File: config.mk
export PLATFORM = sky130hd
export DESIGN_NAME = shadowed_win_update
export DESIGN_NICKNAME = d
export VERILOG_FILES = /design/src/rtl/swu_pkg.sv /design/src/rtl/swu_addr_dec.sv /design/src/rtl/swu_update_ctrl.sv /design/src/rtl/swu_window_bank.sv /design/src/rtl/shadowed_win_update.sv
export SDC_FILE = /design/constraint.sdc
export NUM_CORES = 2
export LEC_CHECK = 0
export CORE_AREA = 2 2 327 329
export DETAILED_ROUTE_END_ITERATION = 12
export DIE_AREA = 0 0 329 331
export GPL_TIMING_DRIVEN = 0
export PLACE_DENSITY = 0.72
export SETUP_SLACK_MARGIN = 0.5
export SLEW_MARGIN = 20
export SYNTH_ARGS = -nofsm -noshare
export SYNTH_HDL_FRONTEND = slang
export SYNTH_SLANG_ARGS = --single-unit
File: constraint.sdc
create_clock -name clk_i -period 2.59 [get_ports clk_i]
set_input_delay 0.259 -clock clk_i [delete_from_list [all_inputs] [get_ports clk_i]]
set_output_delay 0.259 -clock clk_i [all_outputs]
set_load 0.05 [all_outputs]
File: src/rtl/swu_pkg.sv
package swu_pkg;
    localparam int FLD_W   = 2;
    localparam int FLD_CNT = 1 << FLD_W;

    typedef enum logic [FLD_W-1:0] {
        FLD_CTRL  = 2'd0,
        FLD_BASE  = 2'd1,
        FLD_START = 2'd2,
        FLD_END   = 2'd3
    } fld_e;

    localparam int CTRL_EN_BIT  = 0;
    localparam int GLB_PROT_BIT = 0;
    localparam int GLB_REQ_BIT  = 1;
endpackage

File: src/rtl/swu_addr_dec.sv
module swu_addr_dec
    import swu_pkg::*;
#(
    parameter int NUM_WIN = 5,
    parameter int IDX_W   = 3
) (
    input  logic [IDX_W+FLD_W-1:0] addr_i,
    output logic [NUM_WIN-1:0]     win_hit_o,
    output logic                   glb_hit_o,
    output logic [FLD_W-1:0]       fld_o
);
    logic [IDX_W-1:0] slot;

    assign slot  = addr_i[IDX_W+FLD_W-1:FLD_W];
    assign fld_o = addr_i[FLD_W-1:0];

    for (genvar w = 0; w < NUM_WIN; w++) begin : g_hit
        assign win_hit_o[w] = (slot == IDX_W'(w));
    end

    assign glb_hit_o = (slot == {IDX_W{1'b1}}) && (fld_o == FLD_CTRL);
endmodule

File: src/rtl/swu_update_ctrl.sv
module swu_update_ctrl (
    input  logic clk_i,
    input  logic rst_ni,
    input  logic glb_wr_i,
    input  logic prot_wr_i,
    input  logic req_wr_i,
    input  logic frame_strobe_i,
    output logic protect_o,
    output logic pending_o,
    output logic commit_o
);
    typedef struct packed {
        logic prot;
        logic pend;
    } ctl_t;

    ctl_t d, q;

    assign commit_o  = frame_strobe_i && q.pend && !q.prot;
    assign protect_o = q.prot;
    assign pending_o = q.pend;

    always_comb begin
        d = q;
        if (commit_o)
            d.pend = 1'b0;
        if (glb_wr_i) begin
            d.prot = prot_wr_i;
            if (req_wr_i)
                d.pend = 1'b1;
        end
    end

    always_ff @(posedge clk_i or negedge rst_ni) begin
        if (!rst_ni) q <= '0;
        else         q <= d;
    end

    // a request survives every cycle without a frame strobe
    assert_pending_sticky_R6: assert property (@(posedge clk_i) disable iff (!rst_ni)
        (q.pend && !frame_strobe_i) |=> q.pend);

    // protect keeps the request alive across strobes
    assert_protect_keeps_R5: assert property (@(posedge clk_i) disable iff (!rst_ni)
        (q.pend && q.prot) |=> q.pend);

    // a transfer consumes the request unless a new one arrives on that edge
    assert_pending_clears_R4: assert property (@(posedge clk_i) disable iff (!rst_ni)
        (commit_o && !(glb_wr_i && req_wr_i)) |=> !q.pend);
endmodule

File: src/rtl/swu_window_bank.sv
module swu_window_bank
    import swu_pkg::*;
#(
    parameter int DATA_W = 32
) (
    input  logic                           clk_i,
    input  logic                           rst_ni,
    input  logic                           wr_en_i,
    input  logic [FLD_W-1:0]               wr_fld_i,
    input  logic [DATA_W-1:0]              wr_data_i,
    input  logic                           commit_i,
    output logic [FLD_CNT-1:0][DATA_W-1:0] shd_o,
    output logic [FLD_CNT-1:0][DATA_W-1:0] act_o
);
    typedef struct packed {
        logic [FLD_CNT-1:0][DATA_W-1:0] shd;
        logic [FLD_CNT-1:0][DATA_W-1:0] act;
    } bank_t;

    bank_t d, q;

    always_comb begin
        d = q;
        if (commit_i)
            d.act = q.shd;
        if (wr_en_i)
            d.shd[wr_fld_i] = wr_data_i;
    end

    always_ff @(posedge clk_i or negedge rst_ni) begin
        if (!rst_ni) q <= '0;
        else         q <= d;
    end

    assign shd_o = q.shd;
    assign act_o = q.act;

    // active copy only moves on a transfer
    assert_active_hold_R4: assert property (@(posedge clk_i) disable iff (!rst_ni)
        !commit_i |=> $stable(q.act));

    // a transfer takes the shadow as it stood before the edge
    assert_active_copy_R8: assert property (@(posedge clk_i) disable iff (!rst_ni)
        commit_i |=> (q.act == $past(q.shd)));

    // shadow write lands in the addressed field
    assert_shadow_write_R2: assert property (@(posedge clk_i) disable iff (!rst_ni)
        wr_en_i |=> (q.shd[$past(wr_fld_i)] == $past(wr_data_i)));
endmodule

File: src/rtl/shadowed_win_update.sv
module shadowed_win_update
    import swu_pkg::*;
#(
    parameter int NUM_WIN = 5,
    parameter int DATA_W  = 32,
    localparam int IDX_W  = $clog2(NUM_WIN + 1),
    localparam int ADDR_W = IDX_W + FLD_W
) (
    input  logic              clk_i,
    input  logic              rst_ni,
    input  logic              wr_en_i,
    input  logic [ADDR_W-1:0] wr_addr_i,
    input  logic [DATA_W-1:0] wr_data_i,
    input  logic [ADDR_W-1:0] rd_addr_i,
    output logic [DATA_W-1:0] rd_data_o,
    input  logic [ADDR_W-1:0] act_rd_addr_i,
    output logic [DATA_W-1:0] act_rd_data_o,
    input  logic              frame_strobe_i,
    output logic [NUM_WIN-1:0] win_en_o
);
    logic [NUM_WIN-1:0] wr_hit, rd_hit, ard_hit;
    logic               wr_glb, rd_glb, ard_glb;
    logic [FLD_W-1:0]   wr_fld, rd_fld, ard_fld;
    logic               protect, pending, commit;

    logic [FLD_CNT-1:0][DATA_W-1:0] shd_all [NUM_WIN];
    logic [FLD_CNT-1:0][DATA_W-1:0] act_all [NUM_WIN];

    swu_addr_dec #(.NUM_WIN(NUM_WIN), .IDX_W(IDX_W)) i_wr_dec (
        .addr_i(wr_addr_i), .win_hit_o(wr_hit), .glb_hit_o(wr_glb), .fld_o(wr_fld));
    swu_addr_dec #(.NUM_WIN(NUM_WIN), .IDX_W(IDX_W)) i_rd_dec (
        .addr_i(rd_addr_i), .win_hit_o(rd_hit), .glb_hit_o(rd_glb), .fld_o(rd_fld));
    swu_addr_dec #(.NUM_WIN(NUM_WIN), .IDX_W(IDX_W)) i_ard_dec (
        .addr_i(act_rd_addr_i), .win_hit_o(ard_hit), .glb_hit_o(ard_glb), .fld_o(ard_fld));

    swu_update_ctrl i_ctrl (
        .clk_i          (clk_i),
        .rst_ni         (rst_ni),
        .glb_wr_i       (wr_en_i && wr_glb),
        .prot_wr_i      (wr_data_i[GLB_PROT_BIT]),
        .req_wr_i       (wr_data_i[GLB_REQ_BIT]),
        .frame_strobe_i (frame_strobe_i),
        .protect_o      (protect),
        .pending_o      (pending),
        .commit_o       (commit)
    );

    for (genvar w = 0; w < NUM_WIN; w++) begin : g_win
        swu_window_bank #(.DATA_W(DATA_W)) i_bank (
            .clk_i     (clk_i),
            .rst_ni    (rst_ni),
            .wr_en_i   (wr_en_i && wr_hit[w]),
            .wr_fld_i  (wr_fld),
            .wr_data_i (wr_data_i),
            .commit_i  (commit),
            .shd_o     (shd_all[w]),
            .act_o     (act_all[w])
        );
        assign win_en_o[w] = act_all[w][FLD_CTRL][CTRL_EN_BIT];
    end

    always_comb begin
        rd_data_o     = '0;
        act_rd_data_o = '0;
        for (int w = 0; w < NUM_WIN; w++) begin
            if (rd_hit[w])  rd_data_o     |= shd_all[w][rd_fld];
            if (ard_hit[w]) act_rd_data_o |= act_all[w][ard_fld];
        end
        if (rd_glb) begin
            rd_data_o[GLB_PROT_BIT] = protect;
            rd_data_o[GLB_REQ_BIT]  = pending;
        end
    end

    // enables move only on the edge of a frame strobe
    assert_enable_on_frame_R7: assert property (@(posedge clk_i) disable iff (!rst_ni)
        !$stable(win_en_o) |-> $past(frame_strobe_i));

    // the active port never reports the control register
    assert_act_glb_zero_R9: assert property (@(posedge clk_i) disable iff (!rst_ni)
        ard_glb |-> (act_rd_data_o == '0));
endmodule

* Word level (Yosys, flattened, before mapping)
Index checks and enable logic that the tools add are counted.
** Cells by class
- Magnitude comparators :: 4
- Eq/ne operators :: 14
- Mux-type cells :: 41
- Bitwise logic cells :: 8
- Reduce and logical (&&, ||, !) cells :: 17
** Operators with widths (count)
- 2-to-1 mux 32 bit :: 21
- binary-select mux 32 bit (select 2 bit) :: 10
- bitwise mux 128 bit :: 5
- OR 32 bit :: 8
- demux 32 bit (select 2 bit) :: 1
- == test 3 x 2 -> 1 bit (second input constant) :: 6
- == test 3 bit (second input constant) :: 5
- logical AND 1 bit :: 11
- == test 3 x 1 -> 1 bit (second input constant) :: 3
- logical NOT 3 bit :: 3
- < comparator 2 x 3 -> 1 bit (second input constant) :: 3
- logical NOT 2 bit :: 2
- 2-to-1 mux 1 bit :: 3
- greater-or-equal comparator 2 x 1 -> 1 bit (second input constant) :: 1
- 2-to-1 mux 2 bit :: 1
- logical NOT 1 bit :: 1
** Word-level totals
- Register bits after elaboration :: 1282
- Input bits :: 51
- Logic and storage cells :: 126

* Depth between registers and ports, before layout
- Depth after elaboration :: 12
- Mapped depth :: 8
- Mapped depth without buffers :: 4

* By module
A second synthesis with hierarchy kept.
** Second synthesis, totals
- Cell total of the unflattened synthesis :: 3382
- Area, all modules :: 56785.7 um2
** Modules (own cells, without submodules)
- swu_window_bank :: times used 5, cells each 542, area an instance 9457.8 um2
- shadowed_win_update :: times used 1, cells each 638, area an instance 9198.8 um2
- swu_addr_dec :: times used 3, cells each 9, area an instance 67.6 um2
- swu_update_ctrl :: times used 1, cells each 7, area an instance 95.1 um2

* Worst setup path before layout
Ideal clock, no wire load.
- Kind :: input to output
- Start :: in rd_addr_i[1]
- End :: out rd_data_o[10]
- Arrival :: 2.170 ns
- Required time :: 2.331 ns
- Setup slack :: 0.161 ns
- Stages :: 6
- Buffers on the path :: 3
- Cell sequence :: buf_2 clkbuf_1 buf_1 mux4_2 mux2i_1 o211ai_1
** On the way
- Cells in the longest elaborated chain, start to end :: 11
- Elaborated cells on any way between the ends :: 19
- Those cells by class :: mux: 15; bitwise: 4
** Ends and longest elaborated chain
- start: declaration :: RTL line shadowed_win_update.sv:14 : input logic [ADDR_W-1:0] rd_addr_i,
- binary-select mux 32 bit (select 2 bit) :: RTL line shadowed_win_update.sv:66 : if (rd_hit[w]) rd_data_o |= shd_all[w][rd_fld];
- 2-to-1 mux 32 bit (implied by the code) :: RTL line shadowed_win_update.sv:66
- 2-to-1 mux 32 bit :: RTL line shadowed_win_update.sv:66
- OR 32 bit :: RTL line shadowed_win_update.sv:66
- 2-to-1 mux 32 bit :: RTL line shadowed_win_update.sv:66
- OR 32 bit :: RTL line shadowed_win_update.sv:66
- 2-to-1 mux 32 bit :: RTL line shadowed_win_update.sv:66
- OR 32 bit :: RTL line shadowed_win_update.sv:66
- 2-to-1 mux 32 bit :: RTL line shadowed_win_update.sv:66
- OR 32 bit :: RTL line shadowed_win_update.sv:66
- 2-to-1 mux 32 bit (*) :: RTL line shadowed_win_update.sv:66
- end: declaration :: RTL line shadowed_win_update.sv:15 : output logic [DATA_W-1:0] rd_data_o,
Every way passes the cells marked *; elsewhere a longest branch is shown, timed or not. The select of a mux whose other input is x is not followed.

* Worst setup path after layout
- Start :: in act_rd_addr_i[1]
- End :: out act_rd_data_o[31]
** On the way
- Cells in the longest elaborated chain, start to end :: 11
- Elaborated cells on any way between the ends :: 19
- Those cells by class :: mux: 15; bitwise: 4
** Ends and longest elaborated chain
- start: declaration :: RTL line shadowed_win_update.sv:16 : input logic [ADDR_W-1:0] act_rd_addr_i,
- binary-select mux 32 bit (select 2 bit) :: RTL line shadowed_win_update.sv:67 : if (ard_hit[w]) act_rd_data_o |= act_all[w][ard_fld];
- 2-to-1 mux 32 bit (implied by the code) :: RTL line shadowed_win_update.sv:67
- 2-to-1 mux 32 bit :: RTL line shadowed_win_update.sv:67
- OR 32 bit :: RTL line shadowed_win_update.sv:67
- 2-to-1 mux 32 bit :: RTL line shadowed_win_update.sv:67
- OR 32 bit :: RTL line shadowed_win_update.sv:67
- 2-to-1 mux 32 bit :: RTL line shadowed_win_update.sv:67
- OR 32 bit :: RTL line shadowed_win_update.sv:67
- 2-to-1 mux 32 bit :: RTL line shadowed_win_update.sv:67
- OR 32 bit :: RTL line shadowed_win_update.sv:67
- 2-to-1 mux 32 bit (*) :: RTL line shadowed_win_update.sv:67
- end: declaration :: RTL line shadowed_win_update.sv:17 : output logic [DATA_W-1:0] act_rd_data_o,
Marks and branches as above.

==> flow_summary.toml <==
[sta]
hold_viol = 85
finalSetupTns_ns = -0.4541
slew_violations = 0
worst_slew_pin_slew_ns = 0.9186
fin_crit_ns = 2.723
finalSetupViolCount = 8
worst_slack_ns = -0.1326
hold_ws_ns = -0.1681
relSlewSlack_pct = 38.76
rsz0062_at_grt = "true"
period_share_pct = 105.1
finClkSkew_ns = 0.03753
max_freq_mhz = 367.3

[routing]
wl_per_cell_um = 30.96
viasPerCell = 6.359
drc_errors = 0
firstDrtPassIters = 5
vias = 35383
postRouteAntennaNets = 0
first_iter_violations = 3103
finalWirelength_um = 172300

[power]
p_leak_uw = 0.03124
ir_worst_vdd_mv = 0.7161
p_per_area_nw_per_um2 = 949.6

[logic_synthesis]
synth-compound-area-share_pct = 2.539
synthMuxAreaShare_pct = 38.04
ys_types = 28
ys_ff_latch = 1282
netlist_area_um2 = 57720
yosysWarnings = 0
synthAdderAreaFrac_pct = 0
synthSimpleGateAreaFrac_pct = 1.455
syn_area_per_cell_um2 = 15.28
synthCells = 3777
yosysSeqAreaShare_pct = 55.58
syn_nets = 3828
synth-xor-area-share_pct = 0
synth_top_family_by_area = "multiplexers"

[setup_path]
worstSetupPathType = "input port to output pin"
critPathSlowestCell = "o211ai_1"
crit_top_cell = "buf_4"
arrival_ns = 2.46
r2r_slack_ns = 0.45
crit_fanout = 10
crit_path_end = "act_rd_data_o[31]"
r2r_cells = 5
startpoint = "act_rd_addr_i[1]"
regToRegStartpoint = "i_ctrl.pending_o$_DFF_PN0_"
cp-end-kind = "output pin"
slowest_delay_ns = 0.39
critPathRequiredTime_ns = 2.33
path_cells = "buf_2 -> clkbuf_8 -> buf_4 -> mux2i_1 -> a22oi_1 -> nand3_1 -> o211ai_1 -> buf_4"
worstSetupStartpointType = "input port"
timing.rr.end = "g_win[2].i_bank.act_o[81]$_DFFE_PN0P_"

[layout]
final_cell_mix = "dfrtp_1, mux2_2, mux2i_1, mux4_2, buf_4"
finalInstanceArea_um2 = 66930
drive_gt1_share_pct = 50.74
final_nets = 4120
final_common_cell = "dfrtp_1"
final_util_pct = 63.76
synthToLayoutAreaGrowth_pct = 15.96

[floorplan]
die_area_um2 = 108900
ios = 120
floorplan.initialDensity_pct = 54.98
rows = 119
die_w_um = 329
core_um2 = 105000
die_y_um = 331

[min_path]
hp-class = "input port to async pin"

[grt]
grt.total_usage_pct = 31.93
grt_pass1_vias = 36730
grt_pass1_wl_um = 250100
antenna_found_initial = 7
grt_max_degree = 148
globalRouteOverflowTotal = 0

[placed_design]
finalWeightedCongestion = 0.9267
portBuffers = 82
place_ws_ns = -1.556
place_area_um2 = 60740
dpl.hpwl_um = 118300

[clock_tree]
clk-insertion-delay-late_ns = 0.75
cts_htree_levels = 4
numClockSinks = 1282
numCtsBuffers = 135
postCtsHoldBufs = 6
clkTransAtPathRegs_ns = 0.06
clockRootBuffer = "clkbuf_16"
clockBufferDepth = 3
cts_tree = "done"

[job]
cap_violations = 0

[status]
status = "finished with violations"
violations = "hold timing, setup timing"
==> logic make-up (layout without fill, tap and decap cells) <==
family / after synthesis / in the layout
muxes: 1793 / 1793
DFF: 1282 / 1282
buffers and inverters: 332 / 723
AOI/OAI and AO/OA: 195 / 195
and+or+nand+nor: 175 / 175
other: 0 / 5
==> per-layer routing <==
layer	GRT usage, %	part of all wire (%)
met1	45.05	43
met2	49.88	47
met3	7.041	7.5
met4	9.927	2.9
met5	0	0.011
==> area by class of cell <==
class	count	area, um^2
buffer	332	2103
clock buffer	215	4208
sequential	1282	32080
timing repair buffer	155	1662
fill	7704	38040
multi-input combinational	2163	24880
antenna	5	12.51
clock inverter	21	246.5
tap	1391	1740
==> worst max-delay path: cells and delay by family <==
kind	cells	cell delay [ns]
muxes	1	0.15
and+or+nand+nor	1	0.18
buffers and inverters	4	1.23
AOI/OAI and AO/OA	2	0.61
==> repair_timing <==
action                                   CTS  global route
endpoints found under the hold margin    142            85
pin swaps                                 25            28
endpoints found under the setup margin  1064          1107
buffers inserted                          39            13
gates resized for setup                  713           165
cloned                                     0             3
==> synthesized netlist by cell type <==
| library cell | number | area [um^2] |
|---|---|---|
| dfrtp_1 | 1282 | 32080 |
| mux2_2 | 1243 | 14000 |
| mux2i_1 | 320 | 3203 |
| clkbuf_1 | 204 | 765.7 |
| mux4_2 | 192 | 4324 |
| a22oi_1 | 130 | 975.9 |
| nand2_1 | 77 | 289.0 |
| buf_2 | 72 | 360.4 |
| nand3_1 | 64 | 320.3 |
| o211ai_1 | 64 | 480.5 |
| buf_1 | 48 | 180.2 |
| mux2_1 | 38 | 427.9 |
| nor2b_1 | 8 | 50.05 |
| nor2_1 | 6 | 22.52 |
| buf_4 | 5 | 37.54 |
| nor3b_1 | 4 | 30.03 |
| buf_6 | 3 | 33.78 |
| nand2b_1 | 3 | 18.77 |
| and2_1 | 2 | 12.51 |
| nor3_1 | 2 | 10.01 |
| nor3b_2 | 2 | 25.02 |
| nor4_2 | 2 | 25.02 |
| a22o_1 | 1 | 8.760 |
| and4b_1 | 1 | 10.01 |
| nand3b_1 | 1 | 7.510 |
| nor4_1 | 1 | 6.260 |
| or2_1 | 1 | 6.260 |
| or3_1 | 1 | 6.260 |
==> state kept, by name, indices dropped and copies added (netlist names) <==
signal	flops
i_ctrl.pending_o	1
g_win.i_bank.shd_o	640
i_ctrl.protect_o	1
g_win.i_bank.act_o	640
==> worst min path at each step <==
stage	to	start	slack, ns	cells after the start
floorplan	g_win[0].i_bank.act_o[0]$_DFFE_PN0P_	rst_ni	-0.04	0
global placement	g_win[1].i_bank.act_o[66]$_DFFE_PN0P_	g_win[1].i_bank.act_o[66]$_DFFE_PN0P_	0.48	1
detailed placement	g_win[4].i_bank.shd_o[4]$_DFFE_PN0P_	rst_ni	0.15	1
CTS	g_win[0].i_bank.shd_o[98]$_DFFE_PN0P_	rst_ni	-0.16	5
global route	g_win[4].i_bank.shd_o[68]$_DFFE_PN0P_	rst_ni	-0.13	5
finish	g_win[4].i_bank.shd_o[68]$_DFFE_PN0P_	rst_ni	-0.17	5
==> power by group <==
| group | internal (uW) | total, uW | switching, uW |
|---|---|---|---|
| sequential | 25900 | 29300 | 3450 |
| clock | 11600 | 19600 | 8020 |
| combinational | 8130 | 14600 | 6510 |
==> per-stage QoR <==
step	power (uW)	instances	hold slack, ns
after CTS	63290	5543	-0.1601
after global routing	66030	5559	-0.1291
after detailed placement	43180	5262	0.1534
after floorplan	38550	3777	-0.03659
final	63550	5564	-0.1681
after global placement	42510	5250	0.4813
Note: power is estimated with default switching activity, not from simulation.
